$ cat config.mk
export PLATFORM = sky130hd
export DESIGN_NAME = i2cdl_top
export DESIGN_NICKNAME = d
export VERILOG_FILES = /design/src/rtl/i2cdl_pkg.sv /design/src/rtl/i2cdl_dpath.sv /design/src/rtl/i2cdl_ctrl.sv /design/src/rtl/i2cdl_top.sv
export SDC_FILE = /design/constraint.sdc
export NUM_CORES = 1
export LEC_CHECK = 0
export BUFFER_PORTS_ARGS = -buffer_cell sky130_fd_sc_hd__buf_2
export CAP_MARGIN = 20
export CORE_UTILIZATION = 31
export CTS_CLUSTER_SIZE = 28
export DETAILED_ROUTE_END_ITERATION = 7
export GPL_TIMING_DRIVEN = 1
export HOLD_SLACK_MARGIN = 0.1
export SYNTH_ARGS = -nofsm -noshare
export SYNTH_HDL_FRONTEND = slang
export SYNTH_SLANG_ARGS = --single-unit
$ cat constraint.sdc
create_clock -name clk -period 2.55 [get_ports clk]
set_input_delay 0.3825 -clock clk [delete_from_list [all_inputs] [get_ports clk]]
set_output_delay 0.3825 -clock clk [all_outputs]
set_load 0.02 [all_outputs]
$ cat src/rtl/i2cdl_pkg.sv
package i2cdl_pkg;

  typedef enum logic [3:0] {
    ST_IDLE, ST_ADDR, ST_ACK_A, ST_REG, ST_ACK_R,
    ST_DATA, ST_ACK_D, ST_TX, ST_MACK, ST_IGNORE
  } ctrlStateT;

  typedef enum logic [1:0] {DRV_NONE, DRV_ACK, DRV_TX} driveSelT;

  typedef struct packed {
    logic     clrCnt;
    logic     shiftIn;
    logic     countBit;
    logic     loadTx;
    logic     shiftTx;
    logic     loadPtr;
    logic     writeCode;
    logic     releaseNow;
    driveSelT driveSel;
  } strobeT;

  typedef struct packed {
    logic sclRise;
    logic sclFall;
    logic startSeen;
    logic stopSeen;
    logic sdaBit;
  } busEventT;

endpackage

$ cat src/rtl/i2cdl_dpath.sv
module i2cdl_dpath
  import i2cdl_pkg::*;
#(
  parameter int CODE_W      = 6,
  parameter int NUM_CH      = 3,
  parameter int HOLD_CYC    = 4,
  parameter int SYNC_STAGES = 2
) (
  input  logic                     clk,
  input  logic                     rstN,
  input  logic                     sclIn,
  input  logic                     sdaIn,
  input  strobeT                   strobe,
  output busEventT                 busEv,
  output logic [7:0]               rxByte,
  output logic [3:0]               bitCnt,
  output logic                     sdaOe,
  output logic                     driveTick,
  output logic [NUM_CH*CODE_W-1:0] codesFlat
);
  localparam int PTR_W  = (NUM_CH > 1) ? $clog2(NUM_CH) : 1;
  localparam int HOLD_W = $clog2(HOLD_CYC + 1);

  logic [SYNC_STAGES-1:0] sclSync, sdaSync;
  logic sclS, sdaS, sclD, sdaD;
  logic [HOLD_W-1:0] holdCnt;
  logic [7:0] txShift;
  logic [PTR_W-1:0] ptr;
  logic [CODE_W-1:0] codeReg [NUM_CH];
  logic [CODE_W-1:0] readCode;
  logic driveLevel;

  // Line synchronizers; bus idles high.
  always_ff @(posedge clk or negedge rstN) begin
    if (!rstN) begin
      sclSync <= '1;
      sdaSync <= '1;
      sclD    <= 1'b1;
      sdaD    <= 1'b1;
    end else begin
      sclSync <= {sclSync[SYNC_STAGES-2:0], sclIn};
      sdaSync <= {sdaSync[SYNC_STAGES-2:0], sdaIn};
      sclD    <= sclS;
      sdaD    <= sdaS;
    end
  end

  assign sclS = sclSync[SYNC_STAGES-1];
  assign sdaS = sdaSync[SYNC_STAGES-1];

  always_comb begin
    busEv.sclRise   = sclS & ~sclD;
    busEv.sclFall   = ~sclS & sclD;
    busEv.startSeen = sclS & sclD & sdaD & ~sdaS;
    busEv.stopSeen  = sclS & sclD & ~sdaD & sdaS;
    busEv.sdaBit    = sdaS;
  end

  // Hold counter: SDA may only move HOLD_CYC clocks after SCL fell.
  always_ff @(posedge clk or negedge rstN) begin
    if (!rstN) holdCnt <= '0;
    else if (busEv.sclFall) holdCnt <= HOLD_W'(HOLD_CYC);
    else if (holdCnt != '0) holdCnt <= holdCnt - 1'b1;
  end

  assign driveTick = (holdCnt == HOLD_W'(1));

  always_comb begin
    case (strobe.driveSel)
      DRV_ACK: driveLevel = 1'b1;
      DRV_TX:  driveLevel = ~txShift[7];
      default: driveLevel = 1'b0;
    endcase
  end

  always_ff @(posedge clk or negedge rstN) begin
    if (!rstN) sdaOe <= 1'b0;
    else if (strobe.releaseNow) sdaOe <= 1'b0;
    else if (driveTick) sdaOe <= driveLevel;
  end

  // Receive shifter and bit counter.
  always_ff @(posedge clk or negedge rstN) begin
    if (!rstN) begin
      rxByte <= '0;
      bitCnt <= '0;
    end else if (strobe.clrCnt) begin
      bitCnt <= '0;
    end else begin
      if (strobe.shiftIn)  rxByte <= {rxByte[6:0], sdaS};
      if (strobe.countBit) bitCnt <= bitCnt + 1'b1;
    end
  end

  always_ff @(posedge clk or negedge rstN) begin
    if (!rstN) ptr <= '0;
    else if (strobe.loadPtr) ptr <= rxByte[PTR_W-1:0];
  end

  // Code registers, one per channel.
  for (genvar ch = 0; ch < NUM_CH; ch++) begin : gChan
    always_ff @(posedge clk or negedge rstN) begin
      if (!rstN) codeReg[ch] <= '0;
      else if (strobe.writeCode && ptr == PTR_W'(ch))
        codeReg[ch] <= rxByte[CODE_W-1:0];
    end
    assign codesFlat[ch*CODE_W +: CODE_W] = codeReg[ch];
  end

  always_comb begin
    readCode = '0;
    for (int ch = 0; ch < NUM_CH; ch++)
      if (ptr == PTR_W'(ch)) readCode = codeReg[ch];
  end

  always_ff @(posedge clk or negedge rstN) begin
    if (!rstN) txShift <= '0;
    else if (strobe.loadTx) txShift <= 8'(readCode);
    else if (strobe.shiftTx) txShift <= {txShift[6:0], 1'b0};
  end

endmodule

$ cat src/rtl/i2cdl_ctrl.sv
module i2cdl_ctrl
  import i2cdl_pkg::*;
#(
  parameter logic [4:0] ADDR_BASE = 5'b01110
) (
  input  logic       clk,
  input  logic       rstN,
  input  busEventT   busEv,
  input  logic [7:0] rxByte,
  input  logic [3:0] bitCnt,
  input  logic [1:0] addrStrap,
  output strobeT     strobe,
  output ctrlStateT  state
);
  ctrlStateT nxt;
  logic byteFull, addrHit;

  assign byteFull = (bitCnt == 4'd8);
  assign addrHit  = (rxByte[7:1] == {ADDR_BASE, addrStrap});

  always_comb begin
    nxt    = state;
    strobe = '0;
    case (state)
      ST_ACK_A, ST_ACK_R, ST_ACK_D: strobe.driveSel = DRV_ACK;
      ST_TX:                        strobe.driveSel = DRV_TX;
      default:                      strobe.driveSel = DRV_NONE;
    endcase

    if (busEv.startSeen) begin
      nxt               = ST_ADDR;
      strobe.clrCnt     = 1'b1;
      strobe.releaseNow = 1'b1;
    end else if (busEv.stopSeen) begin
      nxt               = ST_IDLE;
      strobe.releaseNow = 1'b1;
    end else begin
      case (state)
        ST_ADDR, ST_REG, ST_DATA: begin
          if (busEv.sclRise && !byteFull) begin
            strobe.shiftIn  = 1'b1;
            strobe.countBit = 1'b1;
          end
          if (busEv.sclFall && byteFull) begin
            if (state == ST_ADDR) begin
              nxt = addrHit ? ST_ACK_A : ST_IGNORE;
            end else if (state == ST_REG) begin
              strobe.loadPtr = 1'b1;
              nxt            = ST_ACK_R;
            end else begin
              strobe.writeCode = 1'b1;
              nxt              = ST_ACK_D;
            end
          end
        end
        ST_ACK_A: if (busEv.sclFall) begin
          strobe.clrCnt = 1'b1;
          if (rxByte[0]) begin
            strobe.loadTx = 1'b1;
            nxt           = ST_TX;
          end else begin
            nxt = ST_REG;
          end
        end
        ST_ACK_R: if (busEv.sclFall) begin
          strobe.clrCnt = 1'b1;
          nxt           = ST_DATA;
        end
        ST_ACK_D: if (busEv.sclFall) nxt = ST_IGNORE;
        ST_TX: begin
          if (busEv.sclRise) strobe.countBit = 1'b1;
          if (busEv.sclFall) begin
            if (byteFull) nxt = ST_MACK;
            else strobe.shiftTx = 1'b1;
          end
        end
        ST_MACK: begin
          if (busEv.sclRise && busEv.sdaBit) begin
            nxt = ST_IGNORE;
          end else if (busEv.sclFall) begin
            strobe.loadTx = 1'b1;
            strobe.clrCnt = 1'b1;
            nxt           = ST_TX;
          end
        end
        default: ;
      endcase
    end
  end

  always_ff @(posedge clk or negedge rstN) begin
    if (!rstN) state <= ST_IDLE;
    else state <= nxt;
  end

endmodule

$ cat src/rtl/i2cdl_top.sv
module i2cdl_top
  import i2cdl_pkg::*;
#(
  parameter int         HOLD_CYC    = 4,
  parameter int         SYNC_STAGES = 2,
  parameter logic [4:0] ADDR_BASE   = 5'b01110
) (
  input  logic       clk,
  input  logic       rstN,
  input  logic       sclIn,
  input  logic       sdaIn,
  input  logic [1:0] addrStrap,
  output logic       sdaOe,
  output logic [5:0] codeRed,
  output logic [5:0] codeGreen,
  output logic [5:0] codeBlue
);
  localparam int CODE_W = 6;
  localparam int NUM_CH = 3;

  strobeT    strobe;
  busEventT  busEv;
  ctrlStateT ctrlState;
  logic [7:0] rxByte;
  logic [3:0] bitCnt;
  logic driveTick;
  logic [NUM_CH*CODE_W-1:0] codesAll;

  i2cdl_ctrl #(.ADDR_BASE(ADDR_BASE)) uCtrl (
    .clk(clk), .rstN(rstN), .busEv(busEv), .rxByte(rxByte),
    .bitCnt(bitCnt), .addrStrap(addrStrap), .strobe(strobe), .state(ctrlState)
  );

  i2cdl_dpath #(
    .CODE_W(CODE_W), .NUM_CH(NUM_CH), .HOLD_CYC(HOLD_CYC), .SYNC_STAGES(SYNC_STAGES)
  ) uDpath (
    .clk(clk), .rstN(rstN), .sclIn(sclIn), .sdaIn(sdaIn), .strobe(strobe),
    .busEv(busEv), .rxByte(rxByte), .bitCnt(bitCnt), .sdaOe(sdaOe),
    .driveTick(driveTick), .codesFlat(codesAll)
  );

  assign codeRed   = codesAll[0*CODE_W +: CODE_W];
  assign codeGreen = codesAll[1*CODE_W +: CODE_W];
  assign codeBlue  = codesAll[2*CODE_W +: CODE_W];

endmodule

After elaboration in Yosys (flattened, before gate mapping)
Index checks and enable logic that the tools add are counted.
{ "word_totals": {"regBits": 54, "mem_count": 0, "latchBits": 0, "ramBits": 0, "output_inout_bits": 19, "romBits": 0} }
{ "classes": {"div": 0, "reduce_logical": 19, "shifts": 0, "mux": 51, "n_eq_ne": 22, "add_sub_neg": 2, "n_mul": 0, "order_cmp": 0, "n_bitwise": 13} }
{ "op_table": {"columns": ["op", "count"], "rows": [
  ["4-bit 2-to-1 mux", 14],
  ["6-bit 2-to-1 mux", 4],
  ["4-bit by 3-bit != test with 1-bit output, second input constant", 6],
  ["4-bit one-hot mux with 6 select lines", 1],
  ["4-bit by 3-bit equality test with 1-bit output, second input constant", 4],
  ["1-bit 2-to-1 mux", 16],
  ["8-bit 2-to-1 mux", 2],
  ["2-bit 2-to-1 mux", 5],
  ["3-bit 2-to-1 mux", 3],
  ["4-bit by 2-bit equality test with 1-bit output, second input constant", 2],
  ["4-bit equality test, second input constant", 2],
  ["1-bit one-hot mux with 2 select lines", 4],
  ["8-bit AND reduction", 1],
  ["2-bit nonzero test", 4],
  ["8-bit nonzero test", 1],
  ["1-bit AND", 7],
  ["7-bit by 6-bit equality test with 1-bit output", 1],
  ["7-bit 2-to-1 mux", 1],
  ["1-bit logical AND", 6],
  ["1-bit NOT", 6],
  ["3-bit OR reduction", 2],
  ["5-bit by 3-bit != test with 1-bit output, second input constant", 1],
  ["4-bit by 1-bit adder with 4-bit output, second input constant", 1],
  ["2-bit by 1-bit equality test with 1-bit output, second input constant", 2],
  ["10 further kinds", 11]
]} }

Depth between registers and ports, before layout
Gate-level depths: netlist of run 1.
{ "depth": {"word_depth": 9, "mapped_depth": 9, "mapped_depth_nobuf": 8} }

By module
Synthesis of run 1 repeated with hierarchy kept, for this count alone.
{ "hier_totals": {"hier_cells": 242, "area_unflattened_um2": 2849.0} }
{ "modules_own_cells": {"columns": ["module", "cells_each", "area_each_um2", "instances"], "rows": [
  ["i2cdl_dpath", 164, 2208.4, 1],
  ["i2cdl_ctrl", 78, 640.6, 1]
]} }

Worst setup path after synthesis of run 1
OpenSTA, ideal clock, no wires.
{ "synth_timing": {"path_kind": "reg-to-reg", "from": "reg uDpath.sclD", "to": "reg uDpath.codeReg, in the netlist uDpath.codesFlat[12]", "arrival_time_ns": 1.652, "period_less_slack_ns": 1.776, "t_required_ns": 2.425, "setup_slack_ns": 0.774, "path_stages_with_launch": 6, "cell_sequence": "dfstp_2 buf_2 and2b_4 nand4_4 nor3b_4 mux2_2"} }
{ "synth_between": {"elab_chain_len": 7, "elab_cells_between_ends": 12, "cone_classes": "4 x mux; 6 x bitwise; 2 x reduce/logical"} }
{ "synth_rtl": {"columns": ["item", "line", "rtl"], "rows": [
  ["start, declared", "i2cdl_dpath.sv:25", "logic sclS, sdaS, sclD, sdaD;"],
  ["start signal, assigned", "i2cdl_dpath.sv:43", "sclD <= sclS;"],
  ["1-bit AND", "i2cdl_dpath.sv:53", "busEv.sclFall = ~sclS & sclD;"],
  ["1-bit logical AND", "i2cdl_ctrl.sv:44", "if (busEv.sclFall && byteFull) begin"],
  ["2-bit 2-to-1 mux", "i2cdl_ctrl.sv:44", null],
  ["2-bit 2-to-1 mux", "i2cdl_ctrl.sv:38", "case (state)"],
  ["7-bit 2-to-1 mux", "i2cdl_ctrl.sv:34", "end else if (busEv.stopSeen) begin"],
  ["6-bit 2-to-1 mux (*)", "i2cdl_ctrl.sv:30", "if (busEv.startSeen) begin"],
  ["1-bit logical AND (*)", "i2cdl_dpath.sv:104", "else if (strobe.writeCode && ptr == PTR_W'(ch))"],
  ["end signal, assigned by index", "i2cdl_dpath.sv:105", "codeReg[ch] <= rxByte[CODE_W-1:0];"],
  ["end, declared", "i2cdl_dpath.sv:29", "logic [CODE_W-1:0] codeReg [NUM_CH];"]
]} }
Mark *: on every way between the ends. The rest lies on a longest branch, timed or not.
A chain may end at the register's enable or synchronous reset.

Final worst setup path of run 1
{ "layout_timing": {"from": "reg uCtrl.state[3]", "to": "reg uCtrl.state[0]"} }
{ "layout_between": {"elab_chain_len": 6, "elab_cells_between_ends": 23, "cone_classes": "15 x eq/ne; 5 x mux; 3 x reduce/logical"} }
{ "layout_rtl": {"columns": ["item", "line", "rtl"], "rows": [
  ["start, declared", "i2cdl_ctrl.sv:13", "output ctrlStateT state"],
  ["start signal, assigned", "i2cdl_ctrl.sv:93", "else state <= nxt;"],
  ["4-bit by 1-bit equality test with 1-bit output", "i2cdl_ctrl.sv:38, i2cdl_ctrl.sv:45", null],
  ["4-bit 2-to-1 mux", "i2cdl_ctrl.sv:45", "if (state == ST_ADDR) begin"],
  ["4-bit 2-to-1 mux", "i2cdl_ctrl.sv:44", null],
  ["4-bit one-hot mux with 6 select lines", "i2cdl_ctrl.sv:38", null],
  ["4-bit 2-to-1 mux", "i2cdl_ctrl.sv:34", null],
  ["4-bit 2-to-1 mux", "i2cdl_ctrl.sv:30", null]
]} }
Several ways; a longest one is shown, not always the timed one. The select of a mux whose other input is x is not followed.

==> metrics.txt, run 1 <==
Lkg Pwr 0.00140 µW; switch share 0.366; post-CTS resize count 0; Final Max Slew Viols 0; GRT overflow 0; CP max FO 19; Crit Path Class flop to flop; Clock power frac 0.214; Worst Hold Depth 1; Worst R2R Start uCtrl.state[3]$_DFFE_PN0P_; FF+latch count, synth 54; Post-synth ARST share 1.00; Synth Instances ~240; Reg2Reg Depth 5; RSZ-0062 raised after global routing false; r2r setup slk 0.51 ns; max incr delay on CP between 0.6 and 0.7 ns; CP Launch Type flop; area grow syn2layout 11.7%; std cell rows 34; Die Width just under 100 µm; Root Buffer clkbuf_8; Critical Path, Cell by Cell nor4b_4, or3b_1, o221ai_2, nand2_2, mux2_4; worst hold start sdaIn; post-place setup slack around 0.55 ns; # diodes 0; Crit path required time about 2.8 ns; Worst IR Drop VDD about 0.00033 V; Final HPWL DP between 3000 and 4000 µm; via count approximately 1,900; Routed WL about 5400 µm; vias in the first global route 1,799; final worst path period share 0.801; DRC 0; Sequential Area around 0.0014 mm²; TritonCTS Buffers 5; P_int around 1500 µW; area of the multi-input gates 0.00136 mm²; Post-CTS Setup Bufs 0; Most used DFF post-synth dfrtp_1; Total Routing Usage GR 0.120; Hold Crit Class input port to flop; worst skew pair latency approximately 0.32 ns; Clock Path Buffers 2; largest net degree at the start of global routing 33; Synth Net Count between 200 and 300; global-route wire length before repair 9160 µm; Hold Vio Cnt, Final 0; final setup violation count 0; I/O pin total 25; hold_ws ~0.17 ns; Die Footprint 0.00942 mm²; worst path arrival time 2.26 ns; per-cell routed wire length approximately 14 µm; Yosys cell types 59; Nets 280; Setup crit start uCtrl.state[3]$_DFFE_PN0P_; worst clock skew 0.0130 ns; Die Ht between 90 and 100 µm; Fmax around 0.49 GHz; total power ~2400 µW; combinational share of power 0.285; Final ANT Viol Nets 0; end of the worst register-to-register path uCtrl.state[0]$_DFFE_PN0P_; Net Sw Power approximately 900 µW; max_slew headroom 0.580; slowest stage cell, crit path dfrtp_1; fin crit period 2.04 ns; core box area slightly below 0.009 mm²; IO buf count 24; CTS tree built; setup_tns 0 ns; sequential-to-total area share from yosys stat 0.485; Max H-tree Level 2; vias per cell between 5 and 6; EDFF count, synth 0; sequential fraction of design power 0.501; Avg Inst Size Synth approximately 12 µm²; antenna violations before repair 0; Initial Util 0.321; Post-Syn Area between 0.002 and 0.003 mm²; status complete, no violations; first drt pass iteration count 4; Crit. End Element flop; fillers 839; Yosys warning total 0; share of post-route cells with drive strength above 1 0.321; measured slew at the worst slew-check pin 0.630 ns; # clock sinks 54; Min-Delay Endpoint uDpath.sdaSync[0]$_DFF_PN1_; clock-pin slew on the worst setup and hold paths about 0.11 ns; GPL Wtd Cong 0.829; Setup WS post-layout 0.507 ns; P per Cell Area between 700 and 800 mW/mm²; First DRT Iteration DRCs a little under 80; MaxCap Viol Count 0
## power by group through the flow
stage               Clock, µW  Sequential, µW  Combinational (µW)
CTS                       534            1220                 701
global route              567            1250                 779
finish                    522            1220                 695
floorplan                   0            1120                 656
detailed placement          0            1240                 695
global placement            0            1230                 681
## worst max-delay path: cells and delay by family, from the launching register on
family / cells / cell delay, ns
AO/OA/AOI/OAI: 1 / 0.14
flip-flops: 1 / 0.68
multiplexers: 1 / 0.30
AND/OR/NAND/NOR: 3 / 0.83
## worst max path at each step
stage | depth (start not counted) | slack, ns | end
floorplan | 5 | 0.77 | uDpath.codesFlat[12]$_DFFE_PN0P_
global placement | 5 | 0.62 | uCtrl.state[0]$_DFFE_PN0P_
detailed placement | 5 | 0.55 | uCtrl.state[0]$_DFFE_PN0P_
CTS | 5 | 0.54 | uCtrl.state[0]$_DFFE_PN0P_
global route | 5 | 0.38 | uCtrl.state[0]$_DFFE_PN0P_
finish | 5 | 0.51 | uCtrl.state[0]$_DFFE_PN0P_
## cell usage after synthesis, types with 2 or more instances
cell type / instances / area (µm²)
dfrtp_1: 48 / 1200
nand3_1: 5 / 25.0
nand2_2: 3 / 18.8
o31ai_1: 2 / 15.0
a21boi_0: 2 / 15.0
inv_1: 7 / 26.3
nand4b_1: 2 / 17.5
xor2_1: 5 / 43.8
a21oi_1: 4 / 20.0
nor2_1: 12 / 45.0
o21ai_0: 16 / 80.1
nor3_1: 2 / 10.0
nor2b_1: 2 / 12.5
nand2_1: 19 / 71.3
mux2i_1: 11 / 110
ha_1: 7 / 87.6
and3b_1: 3 / 26.3
buf_4: 3 / 22.5
nand2b_1: 4 / 25.0
dfstp_2: 6 / 158
o21ai_1: 3 / 15.0
a21o_1: 2 / 15.0
a31oi_1: 3 / 18.8
nand3b_1: 4 / 30.0
nor4_1: 2 / 12.5
mux2_2: 28 / 315
buf_2: 3 / 15.0
a211oi_1: 3 / 22.5
clkbuf_1: 2 / 7.51
## layout by cell type (no fill, tap or decap), drive strengths merged, types with 2 or more instances in the layout
cell type / netlist / final
and3b: 3 / 3
clkbuf: 2 / 6
nor3b: 3 / 3
a211oi: 3 / 3
dfstp: 6 / 6
nor2b: 2 / 2
nand3: 6 / 6
a31oi: 3 / 3
xor2: 5 / 5
nor2: 14 / 14
and2b: 3 / 3
nor3: 3 / 3
inv: 8 / 9
o31ai: 2 / 2
buf: 7 / 25
a21o: 2 / 2
o21ai: 19 / 19
nand2b: 4 / 4
dfrtp: 48 / 48
a21oi: 4 / 4
nand3b: 4 / 4
nand4b: 2 / 2
ha: 7 / 7
a21boi: 3 / 3
nor4b: 2 / 2
mux2: 29 / 29
nand4: 2 / 2
nor4: 2 / 2
mux2i: 11 / 11
nand2: 22 / 22
## layout make-up
type / instances / area share
multi-input combinational: 172 / 0.433
inverter: 8 / 0.00960
clock inverter: 2 / 0.00520
timing repair buffer: 26 / 0.0480
tap: 108 / 0.0432
clock buffer: 6 / 0.0264
sequential: 54 / 0.434
## state kept, by name (all words and copies together), names as in the netlist
| signal | count |
|---|---|
| uDpath.codesFlat | 18 |
| uDpath.rxByte | 8 |
| uDpath.txShift | 8 |
| uCtrl.state | 4 |
| uDpath.bitCnt | 4 |
| uDpath.holdCnt | 3 |
| uDpath.ptr | 2 |
| uDpath.sclSync | 2 |
| uDpath.sdaSync | 2 |
| uDpath.sclD | 1 |
| uDpath.sdaD | 1 |
| uDpath.sdaOe | 1 |
## per-stage QoR
step                       util  instances  area (µm²)
final                     0.359        376        3130
after global routing      0.359        376        3130
after CTS                 0.359        376        3130
after detailed placement  0.346        367        3020
after global placement    0.346        367        3020
after floorplan               -        243        2800
## logic make-up after synthesis
group,after synthesis,share of synthesized area
buffers and inverters,17,0.0308
multiplexers,40,0.157
XOR/XNOR,6,0.0188
flip-flops,54,0.485
AO/OA/AOI/OAI,44,0.101
adder cells (fa/ha/maj),7,0.0313
AND/OR/NAND/NOR,75,0.175
## layer usage
metal / global-route usage / share of wire / wire length (µm)
met1: 0.176 / 0.51 / 2760
met2: 0.180 / 0.45 / 2450
met3: 0.0152 / 0.020 / 110
met4: 0.0425 / 0.014 / 74
met5: 0 / 0 / 0
## what timing repair did
| item | in CTS | in global routing |
|---|---|---|
| setup endpoints to repair | 0 | 0 |
| endpoints found under the hold margin | 20 | 0 |
| hold buffers | 1 | 0 |
Power figures use the tool's default switching activity.
==> run 2, diff against run 1 <==
--- a/config.mk
+++ b/config.mk
@@ -5,6 +5,7 @@
 export SDC_FILE = /design/constraint.sdc
 export NUM_CORES = 1
 export LEC_CHECK = 0
+export ABC_AREA = 1
 export BUFFER_PORTS_ARGS = -buffer_cell sky130_fd_sc_hd__buf_2
 export CAP_MARGIN = 20
 export CORE_UTILIZATION = 31
==> constraint.sdc (replaced) <==
create_clock -name clk -period 1.87 [get_ports clk]
set_input_delay 0.2805 -clock clk [delete_from_list [all_inputs] [get_ports clk]]
set_output_delay 0.2805 -clock clk [all_outputs]
set_load 0.02 [all_outputs]
==> metrics.txt, run 2 <==
status complete, no violations; Clock power frac 0.226 (+0.012); max incr delay on CP 0.42 ns (-0.26 ns); Lkg Pwr 0.00160 µW (+15%); worst clock skew 0.0106 ns (-0.00247 ns); # clock sinks 54 (unchanged); Most used DFF post-synth dfrtp_1; GRT overflow 0 (unchanged); via count 2,277 (+19%); post-place setup slack 0.124 ns (-0.429 ns); switch share 0.396 (+0.0297); Initial Util 0.320 (-0.000845); vias in the first global route 2,076 (+15%); measured slew at the worst slew-check pin 0.497 ns (-0.133 ns); Crit Path Class flop to flop; r2r setup slk 0.23 ns (-0.27 ns); largest cells by area after synthesis dfrtp_1, nand2_1, dfstp_2; fillers 933 (+11%); max_slew headroom 0.668 (+0.0876); Post-Syn Area 0.00281 mm² (+0.22%); Crit path required time 2.08 ns (-0.68 ns); end of the worst register-to-register path uDpath.codesFlat[1]$_DFFE_PN0P_; area grow syn2layout 14.5%; setup_tns 0 ns (unchanged); Synth Instances 344 (+42%); Worst Hold Depth 0 (-1); MaxCap Viol Count 0 (unchanged); P per Cell Area 1120 mW/mm² (+43%); Die Width 97.1 µm (+0.11%); Synth Net Count 357 (+39%); Setup WS post-layout 0.232 ns (-0.275 ns); antenna violations before repair 0 (unchanged); worst hold start uDpath.sdaSync[0]$_DFF_PN1_; vias per cell 4.67 (-8.0%); # diodes 0 (unchanged); Die Ht 97.1 µm (+0.11%); sequential fraction of design power 0.427 (-0.074); Final Max Slew Viols 0 (unchanged); largest net degree at the start of global routing 22 (-33%); std cell rows 34 (unchanged); CTS tree built; TritonCTS Buffers 5 (unchanged); Critical Path, Cell by Cell inv_1, ha_1, nand2_1, nor2_1, nand2_1, clkinv_1, nand3_1, buf_4, nand2_1, o21ai_0; Clock Path Buffers 2 (unchanged); Post-synth top cells nand2_1, dfrtp_1, inv_1, nand3_1, nor2_1; Post-synth ARST share 1.00 (unchanged); hold_ws 0.360 ns (+0.193 ns); Root Buffer clkbuf_8; slowest stage cell, crit path dfrtp_1; Yosys warning total 0 (unchanged); Worst IR Drop VDD 0.000434 V (+30%); Post-CTS Setup Bufs 0 (unchanged); Hold Vio Cnt, Final 0 (unchanged); worst skew pair latency 0.32 ns (about the same); Total Routing Usage GR 0.133 (+0.0129); RSZ-0062 raised after global routing false; I/O pin total 25 (unchanged); commonest cells after routing, fill and taps aside nand2_1, dfrtp_1, inv_1; area leader, netlist dfrtp_1; Final ANT Viol Nets 0 (unchanged); Fmax 0.610 GHz (+25%); core box area 0.00876 mm² (+0.49%); IO buf count 24 (unchanged); P_int 2160 µW (+40%); worst path arrival time 1.84 ns (-0.42 ns); area share of the largest cell type after synthesis 0.428 (-0.000956); Routed WL 5800 µm (+7.6%); FF+latch count, synth 54 (unchanged); share of post-route cells with drive strength above 1 0.184 (-0.137); Reg2Reg Depth 10 (+5); EDFF count, synth 0 (unchanged); most common library cell in the layout ignoring fill and taps nand2_1; Hold Crit Class flop to flop; Yosys cell types 33 (-44%); Die Footprint 0.00944 mm² (+0.22%); clock-pin slew on the worst setup and hold paths 0.10 ns (about the same); combinational share of power 0.347 (+0.062); Worst R2R Start uDpath.bitCnt[0]$_DFFE_PN0P_; sequential-to-total area share from yosys stat 0.484 (-0.00108); Most common cell on crit path nand2_1; first drt pass iteration count 5 (+1); Max H-tree Level 2 (unchanged); per-cell routed wire length 11.9 µm (-17%); Net Sw Power 1420 µW (+59%); Nets 392 (+40%); count leader, synth nand2_1; Final HPWL DP 4390 µm (+12%); final setup violation count 0 (unchanged); max reg flops 18 (unchanged); Avg Inst Size Synth 8.16 µm² (-29%); fin crit period 1.64 ns (-0.405 ns); GPL Wtd Cong 0.842 (+1.6%); Min-Delay Endpoint uDpath.sdaSync[1]$_DFF_PN1_; DRC 0 (unchanged); CP max FO 12 (-7); First DRT Iteration DRCs 59 (-25%); Crit. End Element flop; CP Launch Type flop; global-route wire length before repair 10,100 µm (+10%); final worst path period share 0.876 (+0.0748)
## run 2: cell types whose count changed after synthesis, sizes merged, moves of 4 or more
cell,delta
inv,+31
mux2i,-11
nor2,+16
xor2,-4
nand2,+99
nand2b,-4
o21ai,+15
mux2,-29
nand3,+27
## run 2: what timing repair did
action / CTS / global route
gates resized for setup: 0 / 1
hold buffers: 3 / 0
endpoints found under the hold margin: 14 / 0
setup endpoints to repair: 0 / 6
## run 2: how the worst max path moves through the flow
| stage | from | depth (start not counted) | to |
|---|---|---|---|
| 3_3_place_gp | uDpath.bitCnt[0]$_DFFE_PN0P_ | 9 | uDpath.codesFlat[9]$_DFFE_PN0P_ |
| 4_1_cts | uDpath.bitCnt[0]$_DFFE_PN0P_ | 9 | uDpath.codesFlat[8]$_DFFE_PN0P_ |
| 6_report | uDpath.bitCnt[0]$_DFFE_PN0P_ | 10 | uDpath.codesFlat[1]$_DFFE_PN0P_ |
| 5_1_grt | uDpath.bitCnt[0]$_DFFE_PN0P_ | 9 | uDpath.codesFlat[1]$_DFFE_PN0P_ |
| 3_5_place_dp | uDpath.bitCnt[0]$_DFFE_PN0P_ | 9 | uDpath.codesFlat[8]$_DFFE_PN0P_ |
| 2_1_floorplan | uDpath.bitCnt[0]$_DFFE_PN0P_ | 10 | uDpath.bitCnt[3]$_DFFE_PN0P_ |
## run 2: cell families after synthesis
group	synth area share
AND/OR/NAND/NOR	0.317
adder cells (fa/ha/maj)	0.0312
AO/OA/AOI/OAI	0.0927
flip-flops	0.484
buffers and inverters	0.0713
XOR/XNOR	0.00312
## run 2: layer usage
metal  wire length, µm  track usage  vias to the layer above
met5                 0            0                        -
met4               102       0.0494                        0
met3               206       0.0273                       11
met2              2630        0.209                       47
met1              2870        0.180                     1052
li1                  -            -                     1167
## run 2: worst max-delay path, delay by kind of cell, from the launching register on
family | cells | cell delay, ns
flops | 1 | 0.42
compound gates | 1 | 0.07
simple gates | 5 | 0.50
fa+ha+maj | 1 | 0.14
buf+inv | 3 | 0.39
## run 2: power groups by stage
stage	combinational [µW]	sequential (µW)	clock [µW]
after global placement	1230	1550	0
after detailed placement	1250	1550	0
after global routing	1450	1560	880
after floorplan	1020	1490	0
after CTS	1260	1530	842
final	1240	1530	811
## run 2: area by class of cell
| type | instances | area, µm² | area share |
|---|---|---|---|
| clock buffers | 5 | 68.8 | 0.0214 |
| clock inverters | 3 | 43.8 | 0.0136 |
| inverters | 41 | 159 | 0.0495 |
| multi-input cells | 244 | 1250 | 0.390 |
| flip-flops and latches | 54 | 1360 | 0.423 |
| well taps | 108 | 135 | 0.0421 |
| repair buffers | 33 | 195 | 0.0607 |
## run 2: stage by stage
stage | util | power, µW | instance area, µm² | std cells
after global routing | 0.367 | 3890 | 3210 | 488
after global placement | 0.350 | 2770 | 3070 | 477
after CTS | 0.366 | 3630 | 3210 | 488
after floorplan | - | 2510 | 2810 | 344
after detailed placement | 0.350 | 2790 | 3070 | 477
final | 0.367 | 3580 | 3210 | 488
